--- config.mk ---
export PLATFORM = sky130hd
export DESIGN_NAME = fault_guard
export DESIGN_NICKNAME = d
export VERILOG_FILES = /design/src/rtl/fg_pkg.sv /design/src/rtl/fg_filter.sv /design/src/rtl/fg_fault_reg.sv /design/src/rtl/fg_gate.sv /design/src/rtl/fault_guard.sv
export SDC_FILE = /design/constraint.sdc
export NUM_CORES = 1
export LEC_CHECK = 0
export BUFFER_PORTS_ARGS = -buffer_cell sky130_fd_sc_hd__buf_4
export CORE_ASPECT_RATIO = 1.75
export CORE_UTILIZATION = 55
export DETAILED_ROUTE_END_ITERATION = 8
export PLACE_DENSITY = 0.78
export SYNTH_ARGS = -nofsm -noshare
export SYNTH_HDL_FRONTEND = slang
export SYNTH_SLANG_ARGS = --single-unit
--- constraint.sdc ---
create_clock -name clk -period 2.1 [get_ports clk]
set_input_delay 0.315 -clock clk [delete_from_list [all_inputs] [get_ports clk]]
set_output_delay 0.315 -clock clk [all_outputs]
set_load 0.02 [all_outputs]
--- src/rtl/fg_pkg.sv ---
package fg_pkg;
  localparam int NLIVE = 4;
  localparam int NFLT = NLIVE + 1;
  localparam int BIT_EN_CHG = NLIVE;
  localparam int CTRL_RETRY = 0;
  localparam int CTRL_HOLD = 1;
  localparam logic [NFLT-1:0] CLR_LIVE_ONLY = {1'b0, {NLIVE{1'b1}}};
  localparam logic [NFLT-1:0] CLR_EVERY = {NFLT{1'b1}};
  typedef enum logic [1:0] {
    ADDR_CTRL  = 2'd0,
    ADDR_LIVE  = 2'd1,
    ADDR_FAULT = 2'd2,
    ADDR_NONE  = 2'd3
  } addr_e;
endpackage

--- src/rtl/fg_filter.sv ---
module fg_filter #(
  parameter int QUAL_CYC = 500
) (
  input  logic clk,
  input  logic rst,
  input  logic level,
  output logic hit
);
  localparam int CW = $clog2(QUAL_CYC + 1);
  localparam logic [CW-1:0] LAST = CW'(QUAL_CYC - 1);
  localparam logic [CW-1:0] SAT = CW'(QUAL_CYC);

  logic [CW-1:0] cnt;

  always_ff @(posedge clk) begin
    if (rst)
      cnt <= '0;
    else if (!level)
      cnt <= '0;
    else if (cnt != SAT)
      cnt <= cnt + 1'b1;
  end

  assign hit = level && (cnt == LAST);

  // one qualified event per continuous assertion
  assert_single_hit_R3: assert property (@(posedge clk) disable iff (rst)
    hit |=> !hit);
endmodule

--- src/rtl/fg_fault_reg.sv ---
module fg_fault_reg
  import fg_pkg::*;
(
  input  logic            clk,
  input  logic            rst,
  input  logic [NLIVE-1:0] live,
  input  logic            hold_fall,
  input  logic            pin_hit,
  input  logic            lockout,
  input  logic            en_fall,
  input  logic            wr_fault,
  input  logic [NFLT-1:0] wdata,
  output logic [NFLT-1:0] fault_q
);
  logic [NFLT-1:0] clr_mask;
  logic [NFLT-1:0] set_mask;

  always_comb begin
    clr_mask = '0;
    if (hold_fall) clr_mask = clr_mask | CLR_LIVE_ONLY;
    if (en_fall)   clr_mask = clr_mask | CLR_LIVE_ONLY;
    if (pin_hit)   clr_mask = clr_mask | CLR_EVERY;
    if (lockout)   clr_mask = clr_mask | CLR_EVERY;
    if (wr_fault)  clr_mask = clr_mask | ~wdata;
  end

  assign set_mask = {en_fall, live};

  for (genvar i = 0; i < NFLT; i++) begin : g_bit
    always_ff @(posedge clk) begin
      if (rst)
        fault_q[i] <= 1'b0;
      else if (set_mask[i])
        fault_q[i] <= 1'b1;
      else if (clr_mask[i])
        fault_q[i] <= 1'b0;
    end
  end

  assert_live_persists_R6: assert property (@(posedge clk) disable iff (rst)
    (|live) |=> ((fault_q[NLIVE-1:0] & $past(live)) == $past(live)));

  assert_en_change_R5: assert property (@(posedge clk) disable iff (rst)
    en_fall |=> fault_q[BIT_EN_CHG]);

  assert_full_clear_R3: assert property (@(posedge clk) disable iff (rst)
    (pin_hit && !en_fall && live == '0) |=> fault_q == '0);

  assert_hold_keeps_chg_R2: assert property (@(posedge clk) disable iff (rst)
    (hold_fall && !pin_hit && !lockout && !wr_fault && fault_q[BIT_EN_CHG])
      |=> fault_q[BIT_EN_CHG]);
endmodule

--- src/rtl/fg_gate.sv ---
module fg_gate #(
  parameter int COOL_CYC = 1000
) (
  input  logic       clk,
  input  logic       rst,
  input  logic       en_req,
  input  logic       lockout,
  input  logic       retry,
  input  logic [2:0] live,
  input  logic [2:0] fault_lat,
  output logic       sw_on
);
  localparam int KW = $clog2(COOL_CYC + 1);
  localparam logic [KW-1:0] COOL_LOAD = KW'(COOL_CYC);

  logic [KW-1:0] cool;
  logic          cooling;
  logic          block;

  assign cooling = (cool != '0);

  always_ff @(posedge clk) begin
    if (rst)
      cool <= '0;
    else if (live[2])
      cool <= COOL_LOAD;
    else if (cooling)
      cool <= cool - 1'b1;
  end

  always_comb begin
    if (retry)
      block = (|live) || cooling;
    else
      block = |(fault_lat | live);
  end

  always_ff @(posedge clk) begin
    if (rst)
      sw_on <= 1'b0;
    else
      sw_on <= en_req && !lockout && !block;
  end

  assert_latched_block_R8: assert property (@(posedge clk) disable iff (rst)
    (!retry && (|fault_lat)) |=> !sw_on);

  assert_live_block_R9: assert property (@(posedge clk) disable iff (rst)
    (retry && (|live)) |=> !sw_on);

  assert_cool_hold_R10: assert property (@(posedge clk) disable iff (rst)
    (retry && cooling) |=> !sw_on);

  assert_lockout_off_R4: assert property (@(posedge clk) disable iff (rst)
    lockout |=> !sw_on);
endmodule

--- src/rtl/fault_guard.sv ---
module fault_guard
  import fg_pkg::*;
#(
  parameter int QUAL_CYC = 500,
  parameter int COOL_CYC = 1000
) (
  input  logic             clk,
  input  logic             rst,
  input  logic             en_req,
  input  logic             lockout,
  input  logic             rstpin_uv,
  input  logic [NLIVE-1:0] live_flt,
  input  logic             bus_we,
  input  logic [1:0]       bus_addr,
  input  logic [NFLT-1:0]  bus_wdata,
  output logic [NFLT-1:0]  bus_rdata,
  output logic             sw_on
);
  logic [1:0]      ctrl_q;
  logic            en_q;
  logic            en_fall;
  logic            hold_fall;
  logic            wr_ctrl;
  logic            wr_fault;
  logic            pin_hit;
  logic [NFLT-1:0] fault_q;

  assign wr_ctrl   = bus_we && (bus_addr == ADDR_CTRL);
  assign wr_fault  = bus_we && (bus_addr == ADDR_FAULT);
  assign hold_fall = wr_ctrl && ctrl_q[CTRL_HOLD] && !bus_wdata[CTRL_HOLD];
  assign en_fall   = en_q && !en_req;

  always_ff @(posedge clk) begin
    if (rst) begin
      ctrl_q <= '0;
      en_q   <= 1'b0;
    end else begin
      en_q <= en_req;
      if (wr_ctrl)
        ctrl_q <= bus_wdata[1:0];
    end
  end

  fg_filter #(.QUAL_CYC(QUAL_CYC)) u_filter (
    .clk   (clk),
    .rst   (rst),
    .level (rstpin_uv),
    .hit   (pin_hit)
  );

  fg_fault_reg u_flags (
    .clk       (clk),
    .rst       (rst),
    .live      (live_flt),
    .hold_fall (hold_fall),
    .pin_hit   (pin_hit),
    .lockout   (lockout),
    .en_fall   (en_fall),
    .wr_fault  (wr_fault),
    .wdata     (bus_wdata),
    .fault_q   (fault_q)
  );

  fg_gate #(.COOL_CYC(COOL_CYC)) u_gate (
    .clk       (clk),
    .rst       (rst),
    .en_req    (en_req),
    .lockout   (lockout),
    .retry     (ctrl_q[CTRL_RETRY]),
    .live      (live_flt[2:0]),
    .fault_lat (fault_q[2:0]),
    .sw_on     (sw_on)
  );

  always_ff @(posedge clk) begin
    if (rst)
      bus_rdata <= '0;
    else begin
      unique case (bus_addr)
        ADDR_CTRL:  bus_rdata <= {{(NFLT-2){1'b0}}, ctrl_q};
        ADDR_LIVE:  bus_rdata <= {1'b0, live_flt};
        ADDR_FAULT: bus_rdata <= fault_q;
        default:    bus_rdata <= '0;
      endcase
    end
  end

  assert_unmapped_zero_R11: assert property (@(posedge clk) disable iff (rst)
    (bus_addr == ADDR_NONE) |=> bus_rdata == '0);

  assert_reset_clear_R12: assert property (@(posedge clk)
    rst |=> (bus_rdata == '0 && !sw_on));
endmodule

Yosys cells after proc, flatten, opt, wreduce, memory -nomap -nowiden
Index checks and enable logic that the tools add are counted.
Storage, ports and cells
  logic and storage cells: 66
  bits in registers: 33
Cells by class
  equality and inequality tests: 4
  reductions and logical operators: 25
  multiplexer cells: 19
  add/sub/neg operators: 2
  bitwise gates (word level): 4
Operators with widths (number)
  $mux 10: 2
  $mux 5: 3
  $pmux 5 s3: 1
  $reduce_bool 2->1: 6
  $mux 1: 11
  $reduce_bool 10->1: 1
  $sub 10x1->10 const B: 1
  $add 9x1->9 const B: 1
  $eq 9x9->1 const B: 1
  $ne 9x9->1 const B: 1
  $logic_and 1x1->1: 8
  $mux 4: 2
  $reduce_or 3->1: 2
  $not 5->5: 1
  $or 5x5->5: 1
  $logic_not 1->1: 4
  $reduce_or 2->1: 2
  $or 3x3->3: 1
  $eq 2x1->1 const B: 1
  $eq 2x2->1 const B: 1
  $logic_not 2->1: 1
  $logic_or 1x1->1: 1
  $not 1->1: 1

Depth between registers and ports, before layout
Gate-level depths: netlist of the first run.
  word-level depth: 12
  gate-level depth with buffers: 6
  depth with buffers taken out: 6

Hierarchy
From an unflattened synthesis of the first run, not the netlist that was laid out.
Second synthesis, totals
  cell total of the unflattened synthesis: 178
  area total of the unflattened synthesis: 1620.3 um2
By module, submodules not included
  fg_gate: instances 1, cells an instance 67, area each 590.6 um2, seq. area each 220.2 um2
  fg_filter: instances 1, cells an instance 57, area each 467.9 um2, seq. area each 180.2 um2
  fault_guard: instances 1, cells an instance 32, area each 329.1 um2, seq. area each 160.2 um2
  fg_fault_reg: instances 1, cells an instance 22, area each 232.7 um2, seq. area each 100.1 um2

Worst setup path before layout of the first run
Ideal clock, no wire load.
  path type: register to register
  from: reg u_gate.cool[0]
  to: reg u_gate.cool[1]
  path slack: 500 ps
  buffers on the path: 0
  data arrival time: 1488 ps
  required time: 1988 ps
  setup time: 112 ps
  stages on the path, launching flop included: 6
  period minus slack after synthesis: 1600 ps
  cell sequence: dfxtp_1 inv_1 ha_1 nor3b_1 nand3_2 a2111oi_1
On the way
  word-level cells in the longest chain between the ends: 1
  elaborated cells between the ends (all ways): 2
Ends and longest elaborated chain
  from (decl): RTL line fg_gate.sv:16  | logic [KW-1:0] cool;
  from (signal assigned): RTL line fg_gate.sv:28  | cool <= cool - 1'b1;
  $sub 10x1->10 / $reduce_bool 10->1 (equally long branches): RTL line fg_gate.sv:28, fg_gate.sv:20
Parallel ways exist; a longest one is shown, timed or not.
A chain may end at the register's enable or synchronous reset.

Worst setup path in the final report of the first run
Same ends and word-level chain as after synthesis.

==> flow_summary.ini, run 1 <==
[run_status]
status = completed

[final_layout]
n_antenna_cell = 0
fin_util_pct = 69.8
area_delta_synth_final_pct = 17.9
nNetsFinal = 210
fin_cells = 217
layout-drive-gt1-share_pct = 18.3
final_cell_area_um2 = 1780

[critical_path]
cp-endpoint = u_gate.cool[1]$_SDFFE_PP0P_
rrSetupSlack_ps = 300
critPathArrivalTime_ps = 1980
cp.required_ps = 2270
cp_slowest_cell = nor3b_1
rr_endpoint = u_gate.cool[1]$_SDFFE_PP0P_
cp-startpoint = u_gate.cool[0]$_SDFFE_PP0P_
timing.rr.start = u_gate.cool[0]$_SDFFE_PP0P_
crit_type = flip-flop to flip-flop
crit_path_start_kind = flip-flop
cp-end-kind = flip-flop
critPathMaxFanout = 6
rr_worst_depth = 5
path_cells = inv_1 > ha_1 > nor3b_1 > nand3_2 > a2111oi_1
slowest_delay_ps = 460

[clock_network]
clock-sinks = 33
cts-resized-gates = 0
tritoncts = yes
cts_hold_buf = 0
cts_setup_buffers = 0
cts_buffer_depth = 2
cts_buffers = 5
clkTransAtPathRegs_ps = 70
clock_latency_ps = 290
htree_num_levels = 2
cts-root-buf = clkbuf_8

[floorplan]
die_area_um2 = 2970
rows = 24
chipHeight_um = 71.3
core-area_um2 = 2550
ios = 23
initial_core_util_pct = 59.2
die_w_um = 41.6

[routing]
dr.pass1.iters = 6
via_per_inst = 6.01
vias = 1305
drc_errors = 0
drtAntennaViolNets = 0
wl_um = 3210
wl_per_cell_um = 14.8
drt_iter0_drc = 28

[pwr]
p_leak_nw = 0.693
p_int_mw = 1.05
peakVddDrop_mv = 0.648
clkPwrFrac_pct = 37.0
p_sw_uw = 366
p_sw_share_pct = 25.9
seqPwrFrac_pct = 49.3
comb_power_share_pct = 13.7
power_density_nw_per_um2 = 795

[sta]
post-route-period-util_pct = 85.9
drv_slew = 0
finalHoldViolations = 0
fin_crit_ps = 1800
timing.fmax_ghz = 0.554
rsz0062_at_grt = no
worst_slew_pin_slew_ps = 494
finalSetupTns_ps = 0
fin_ws_ps = 296
slew_headroom_pct = 67.0
setup_viol_count_final = 0
clock_skew_ps = 7.06

[logic_synthesis]
synth_warnings = 0
synth_ff_type = dfxtp_1
yosysUniqueCellTypes = 40
synth.avg_cell_area_um2 = 9.10
synth.top_cell.area_share_pct = 43.7
synth_edf_count = 0
syn_area_um2 = 1510
synth_most_common_cell = dfxtp_1
synth_fp_nets = 186
ys_seq_elements = 33
synth-async-reset-ratio_pct = 0
synthCells = 166
ys_top_cells_by_area = dfxtp_1 (44%), nor2_1 (4.7%), mux2i_1 (4.6%), a21oi_1 (4.3%), xnor2_1 (3.5%)
yosysSeqAreaShare_pct = 43.7
synth_area_leader_cell = dfxtp_1
synth_common_cells = dfxtp_1 (33), nor2_1 (19), a21oi_1 (13), inv_1 (10), o21ai_0 (8)

[run]
maxCapViolations = 0

[placed_design]
place_area_um2 = 1680
dpl_worst_slack_ps = 302
dp_hpwl_um = 2370
place_congestion = 0.809
io_buffer_count = 22
dp_cells = 209

[grt]
grt_pass1_wl_um = 5410
antenna_found_initial = 0
grt_pass1_vias = 1288
grt_max_degree = 26
overflow = 0
grt_usage_pct = 23.5

[min_path]
hp-class = input port to flip-flop
## cells in the final DEF (no fill, tap or decap), types with 2 or more instances in the layout
cell type	instances
or3_1	4
a211oi_1	2
clkbuf_8	7
a21oi_1	13
a22oi_1	2
nand2_1	3
mux2i_1	7
or4_1	2
nor2_1	19
nor3_1	4
nand2b_1	3
nor3b_1	3
nand4_1	4
o22ai_1	4
a31oi_1	4
xnor2_1	6
nand3_1	3
nor2b_1	6
inv_1	10
o21ai_0	8
a311oi_1	3
buf_4	22
dfxtp_1	33
ha_1	3
nand3b_1	2
## sequential cells by signal, summed over array words and instances, names as in the netlist
name,flops
ctrl_q,2
u_gate.cool,10
u_gate.sw_on,1
u_filter.cnt,9
en_q,1
u_flags.fault_q,5
bus_rdata,5
## worst min-delay path by stage
stage	from	endpoint	slack [ps]	depth (start not counted)
2_1_floorplan	rst	en_q$_SDFF_PP0_	390	1
3_3_place_gp	u_flags.fault_q[3]$_SDFFE_PP0P_	u_flags.fault_q[3]$_SDFFE_PP0P_	470	2
3_5_place_dp	en_q$_SDFF_PP0_	u_flags.fault_q[4]$_SDFFE_PP0P_	480	2
4_1_cts	live_flt[2]	u_gate.cool[4]$_SDFFE_PP0P_	270	2
5_1_grt	live_flt[2]	u_gate.cool[2]$_SDFFE_PP0P_	280	2
6_report	live_flt[2]	u_gate.cool[4]$_SDFFE_PP0P_	270	2
## power by group through the flow
| stage | registers (mW) | logic [mW] | clock network, mW |
|---|---|---|---|
| after global placement | 0.710 | 0.186 | 0 |
| after detailed placement | 0.711 | 0.192 | 0 |
| after CTS | 0.697 | 0.194 | 0.529 |
| final | 0.698 | 0.194 | 0.524 |
| after global routing | 0.703 | 0.215 | 0.557 |
| after floorplan | 0.704 | 0.136 | 0 |
## worst max-delay path: cells and delay by family, from the launching register on
family	cells	cell delay, ps
simple gates	2	660
buf+inv	1	70
fa+ha+maj	1	230
compound gates	1	410
flops	1	340
## metal layers
layer,vias to the layer above,part of all wire (%),wire length (um),track usage [%]
met5,-,0,0,0
met4,0,2.1,66,10.8
met3,6,3.5,112,6.30
met2,28,54,1730,44.3
met1,618,41,1300,22.9
li1,653,-,-,-
## through the flow
stage               total power [mW]  hold slack (ps)
floorplan                      0.840              394
global placement               0.896              473
detailed placement             0.903              483
CTS                             1.42              272
global route                    1.47              281
finish                          1.42              273
## layout make-up
type	instances	area, um2
tap	26	32.5
sequential	33	661
inverter	10	37.5
timing repair buffer	22	165
multi-input combinational	118	783
clock buffer	7	96.3
clock inverter	1	5.00
fill	206	772
## cell families after synthesis
| kind of cell | after synthesis | synth area share, % |
|---|---|---|
| AND/OR/NAND/NOR | 62 | 24.8 |
| AO/OA/AOI/OAI | 40 | 16.5 |
| flip-flops | 33 | 43.7 |
| buffers and inverters | 15 | 4.39 |
| multiplexers | 7 | 4.64 |
| XOR/XNOR | 6 | 3.48 |
| adder cells (fa/ha/maj) | 3 | 2.49 |
No activity file was read; power rests on OpenSTA's default activity.
==> run 2, diff against run 1 <==
CORE_UTILIZATION = 45   (was 55)
PLACE_DENSITY = 0.66   (was 0.78)
RECOVER_POWER = 100   (was not set)
SKIP_LAST_GASP = 1   (was not set)
==> flow_summary.ini, run 2 (synthesis results as in run 1) <==
[final_layout]
multi_input_comb_area_um2 = 772
final_cell_mix = dfxtp_1 (33), nor2_1 (19), buf_4 (15), a21oi_1 (13), inv_1 (10)
layout-drive-gt1-share_pct = 13.1
fin_util_pct = 56.0
fin_cells = 234
top_regs = u_gate.cool: 10 flops, u_filter.cnt: 9 flops
area_delta_synth_final_pct = 17.8
layout_commonest_cell = dfxtp_1
largest_register = u_gate.cool
nNetsFinal = 210
fillerInstances = 332
n_antenna_cell = 0
largest_reg_flops = 10
seq_area_um2 = 661

[placed_design]
io_buffer_count = 22
place_congestion = 0.814
dp_cells = 226
dp_hpwl_um = 2570

[min_path]
hp-class = input port to flip-flop

[clock_network]
cts_buffers = 5
clkTransAtPathRegs_ps = 60
cts_hold_buf = 0
htree_num_levels = 2
cts-root-buf = clkbuf_8
clock_latency_ps = 290
tritoncts = yes
cts-resized-gates = 0
cts_buffer_depth = 2
cts_setup_buffers = 0
clock-sinks = 33

[floorplan]
chipHeight_um = 78.6
die_area_um2 = 3600
die_w_um = 45.8
rows = 27
ios = 23
initial_core_util_pct = 47.6
core-area_um2 = 3180

[routing]
drc_errors = 0
drt_iter0_drc = 29
wl_um = 3430
vias = 1313
drtAntennaViolNets = 0
via_per_inst = 5.61
dr.pass1.iters = 4
wl_per_cell_um = 14.7

[critical_path]
critPathMaxFanout = 6
cp-end-kind = flip-flop
crit_path_start_kind = flip-flop
crit_type = flip-flop to flip-flop
critPathArrivalTime_ps = 2040
cp.required_ps = 2260

[grt]
antenna_found_initial = 0
grt_pass1_vias = 1300
overflow = 0
grt_max_degree = 26
grt_pass1_wl_um = 5660
grt_usage_pct = 21.5

[pwr]
peakVddDrop_mv = 0.761
power_density_nw_per_um2 = 846
fin_total_pwr_mw = 1.51
p_leak_nw = 0.667

[sta]
finalSetupTns_ps = 0
clock_skew_ps = 3.24
worst_slew_pin_slew_ps = 1090
timing.fmax_ghz = 0.534
post-route-period-util_pct = 89.3
fin_crit_ps = 1870
drv_slew = 0
rsz0062_at_grt = no
slew_headroom_pct = 27.4
setup_viol_count_final = 0
finalHoldViolations = 0

[run]
maxCapViolations = 0

[run_status]
status = completed
## run 2: changes by cell type in the layout (fill, tap and decap cells not counted), sizes merged
cell	delta
clkbuf	+7
buf	-7
clkinv	-1
bufinv	+1
## run 2: layout make-up
class	count	share of cell area (%)
clock buffer	7	4.85
clock inverter	1	1.69
inverter	10	2.11
multi-input combinational	118	43.4
sequential	33	37.1
tap	43	3.02
timing repair buffer	22	7.81
## run 2: power by group
group          internal, mW  switching [mW]
Clock                 0.387           0.232
Sequential            0.659          0.0385
Combinational        0.0874           0.102
## run 2: critical path, cell delays in order (launching register included)
cell	delay, ps
dfxtp_1	350
inv_1	70
ha_1	230
nor3b_1	480
nand3_2	200
a2111oi_0	430
## run 2: worst paths after layout
kind,from,end,slack (ps),cells past startpoint
max,u_gate.cool[0]$_SDFFE_PP0P_,u_gate.cool[1]$_SDFFE_PP0P_,230,5
min,live_flt[2],u_gate.cool[2]$_SDFFE_PP0P_,270,2
max reg2reg,u_gate.cool[0]$_SDFFE_PP0P_,u_gate.cool[1]$_SDFFE_PP0P_,230,5
min reg2reg,u_filter.cnt[7]$_SDFFE_PP0P_,u_filter.cnt[7]$_SDFFE_PP0P_,490,2
## run 2: stage by stage
stage               worst slack, ps  area, um2  hold WS, ps
floorplan                       500       1510          394
global placement                417       1700          466
detailed placement              293       1700          476
CTS                             272       1820          274
global route                   48.4       1780          271
finish                          226       1780          273
## run 2: routing by layer
layer / wire [um] / global-route usage (%) / vias to the layer above / part of all wire, %
li1: - / - / 657 / -
met1: 1330 / 22.2 / 624 / 39
met2: 1910 / 37.9 / 25 / 56
met3: 121 / 6.90 / 7 / 3.5
met4: 68 / 8.53 / 0 / 2.0
met5: 0 / 0 / - / 0
==> run 3, diff against run 2 <==
clock period = 2.05 ns   (was 2.1 ns; I/O delays follow)
==> flow_summary.ini, run 3 (synthesis results as in run 1) <==
[min_path]
hp-class = input port to flip-flop

[final_layout]
n_antenna_cell = 0
top_regs = u_gate.cool: 10 flops, u_filter.cnt: 9 flops
layout_commonest_cell = dfxtp_1
multi_input_comb_area_um2 = 767
final_cell_mix = dfxtp_1 (33), nor2_1 (19), buf_4 (16), a21oi_1 (13), inv_1 (10)
largest_reg_flops = 10
nNetsFinal = 211
seq_area_um2 = 661
fillerInstances = 352
fin_cells = 235
largest_register = u_gate.cool
layout-drive-gt1-share_pct = 13.0
area_delta_synth_final_pct = 18.0

[critical_path]
rr_worst_depth = 5
cp-end-kind = flip-flop
cp-startpoint = u_gate.cool[0]$_SDFFE_PP0P_
rrSetupSlack_ps = 260
crit_path_start_kind = flip-flop
cp-endpoint = u_gate.cool[1]$_SDFFE_PP0P_
cp.required_ps = 2200
crit_type = flip-flop to flip-flop
rr_endpoint = u_gate.cool[1]$_SDFFE_PP0P_
timing.rr.start = u_gate.cool[0]$_SDFFE_PP0P_
critPathMaxFanout = 6
critPathArrivalTime_ps = 1940

[sta]
rsz0062_at_grt = no
fin_crit_ps = 1790
finalHoldViolations = 0
worst_slew_pin_slew_ps = 1070
slew_headroom_pct = 28.5
clock_skew_ps = 5.97
timing.fmax_ghz = 0.560
finalSetupTns_ps = 0
setup_viol_count_final = 0
post-route-period-util_pct = 87.1
drv_slew = 0

[clock_network]
cts_buffers = 5
cts-root-buf = clkbuf_8
tritoncts = yes
cts_buffer_depth = 2
clock-sinks = 33
cts_setup_buffers = 0
cts-resized-gates = 0
htree_num_levels = 2
cts_hold_buf = 0
clkTransAtPathRegs_ps = 70
clock_latency_ps = 290

[routing]
drc_errors = 0
wl_per_cell_um = 14.3
vias = 1319
drt_iter0_drc = 26
drtAntennaViolNets = 0
dr.pass1.iters = 4
wl_um = 3350
via_per_inst = 5.61

[placed_design]
dp_hpwl_um = 2540
place_congestion = 0.821
io_buffer_count = 22
dp_cells = 227

[grt]
grt_pass1_wl_um = 5720
grt_pass1_vias = 1326
grt_max_degree = 26
antenna_found_initial = 0
overflow = 0
grt_usage_pct = 21.6

[run]
maxCapViolations = 0

[floorplan]
chipHeight_um = 78.6
initial_core_util_pct = 47.6
core-area_um2 = 3180
die_w_um = 45.8
ios = 23
rows = 27
die_area_um2 = 3600

[pwr]
peakVddDrop_mv = 0.628
p_leak_nw = 0.673
power_density_nw_per_um2 = 864
fin_total_pwr_mw = 1.54

[run_status]
status = completed
## run 3: cell count changes in the layout (fill, tap and decap cells not counted)
cell,before,now
buf_4,15,16
nor3b_1,3,2
nor3_2,1,0
nand3_1,3,4
nor3b_2,0,1
nor3_1,4,5
nand3_2,1,0
## run 3: final cells by class
type                    instances  share of cell area [%]
clock buffers                   7                    4.85
clock inverters                 1                    1.69
inverters                      10                    2.11
multi-input cells             118                    43.0
flip-flops and latches         33                    37.1
well taps                      43                    3.02
repair buffers                 23                    8.22
## run 3: layer usage
| layer | global-route usage, % | wire [um] |
|---|---|---|
| met4 | 8.24 | 52 |
| met3 | 6.44 | 112 |
| met2 | 39.0 | 1870 |
| met1 | 21.9 | 1320 |
| met5 | 0 | 0 |
## run 3: per-stage QoR
step           hold slack (ps)  worst slack, ps  instance area [um2]  utilization, %
6_report                   260              264                 1780            56.1
3_5_place_dp               477              190                 1710            53.8
5_1_grt                    270             77.2                 1780            56.1
2_1_floorplan              386              450                 1510               -
3_3_place_gp               467              364                 1710            53.8
4_1_cts                    263              155                 1820            57.4
## run 3: worst min-delay path by stage
| stage | start | endpoint | slack (ps) | cells after the start |
|---|---|---|---|---|
| after floorplan | rst | en_q$_SDFF_PP0_ | 390 | 1 |
| after global placement | u_filter.cnt[7]$_SDFFE_PP0P_ | u_filter.cnt[7]$_SDFFE_PP0P_ | 470 | 2 |
| after detailed placement | u_flags.fault_q[3]$_SDFFE_PP0P_ | u_flags.fault_q[3]$_SDFFE_PP0P_ | 480 | 2 |
| after CTS | live_flt[2] | u_gate.cool[0]$_SDFFE_PP0P_ | 260 | 2 |
| after global routing | live_flt[2] | u_gate.cool[0]$_SDFFE_PP0P_ | 270 | 2 |
| final | live_flt[2] | u_gate.cool[0]$_SDFFE_PP0P_ | 260 | 2 |
## run 3: worst max-delay path, stage by stage, from the launching register on
cell	delay [ps]
dfxtp_1	350
inv_1	70
ha_1	240
nor3b_2	300
nand3_1	200
a2111oi_0	490
## run 3: report_power, final
| part | switching (mW) | internal [mW] | total (mW) |
|---|---|---|---|
| logic | 0.101 | 0.0925 | 0.193 |
| registers | 0.0402 | 0.675 | 0.715 |
| clock network | 0.234 | 0.396 | 0.630 |
| total | 0.376 | 1.16 | 1.54 |
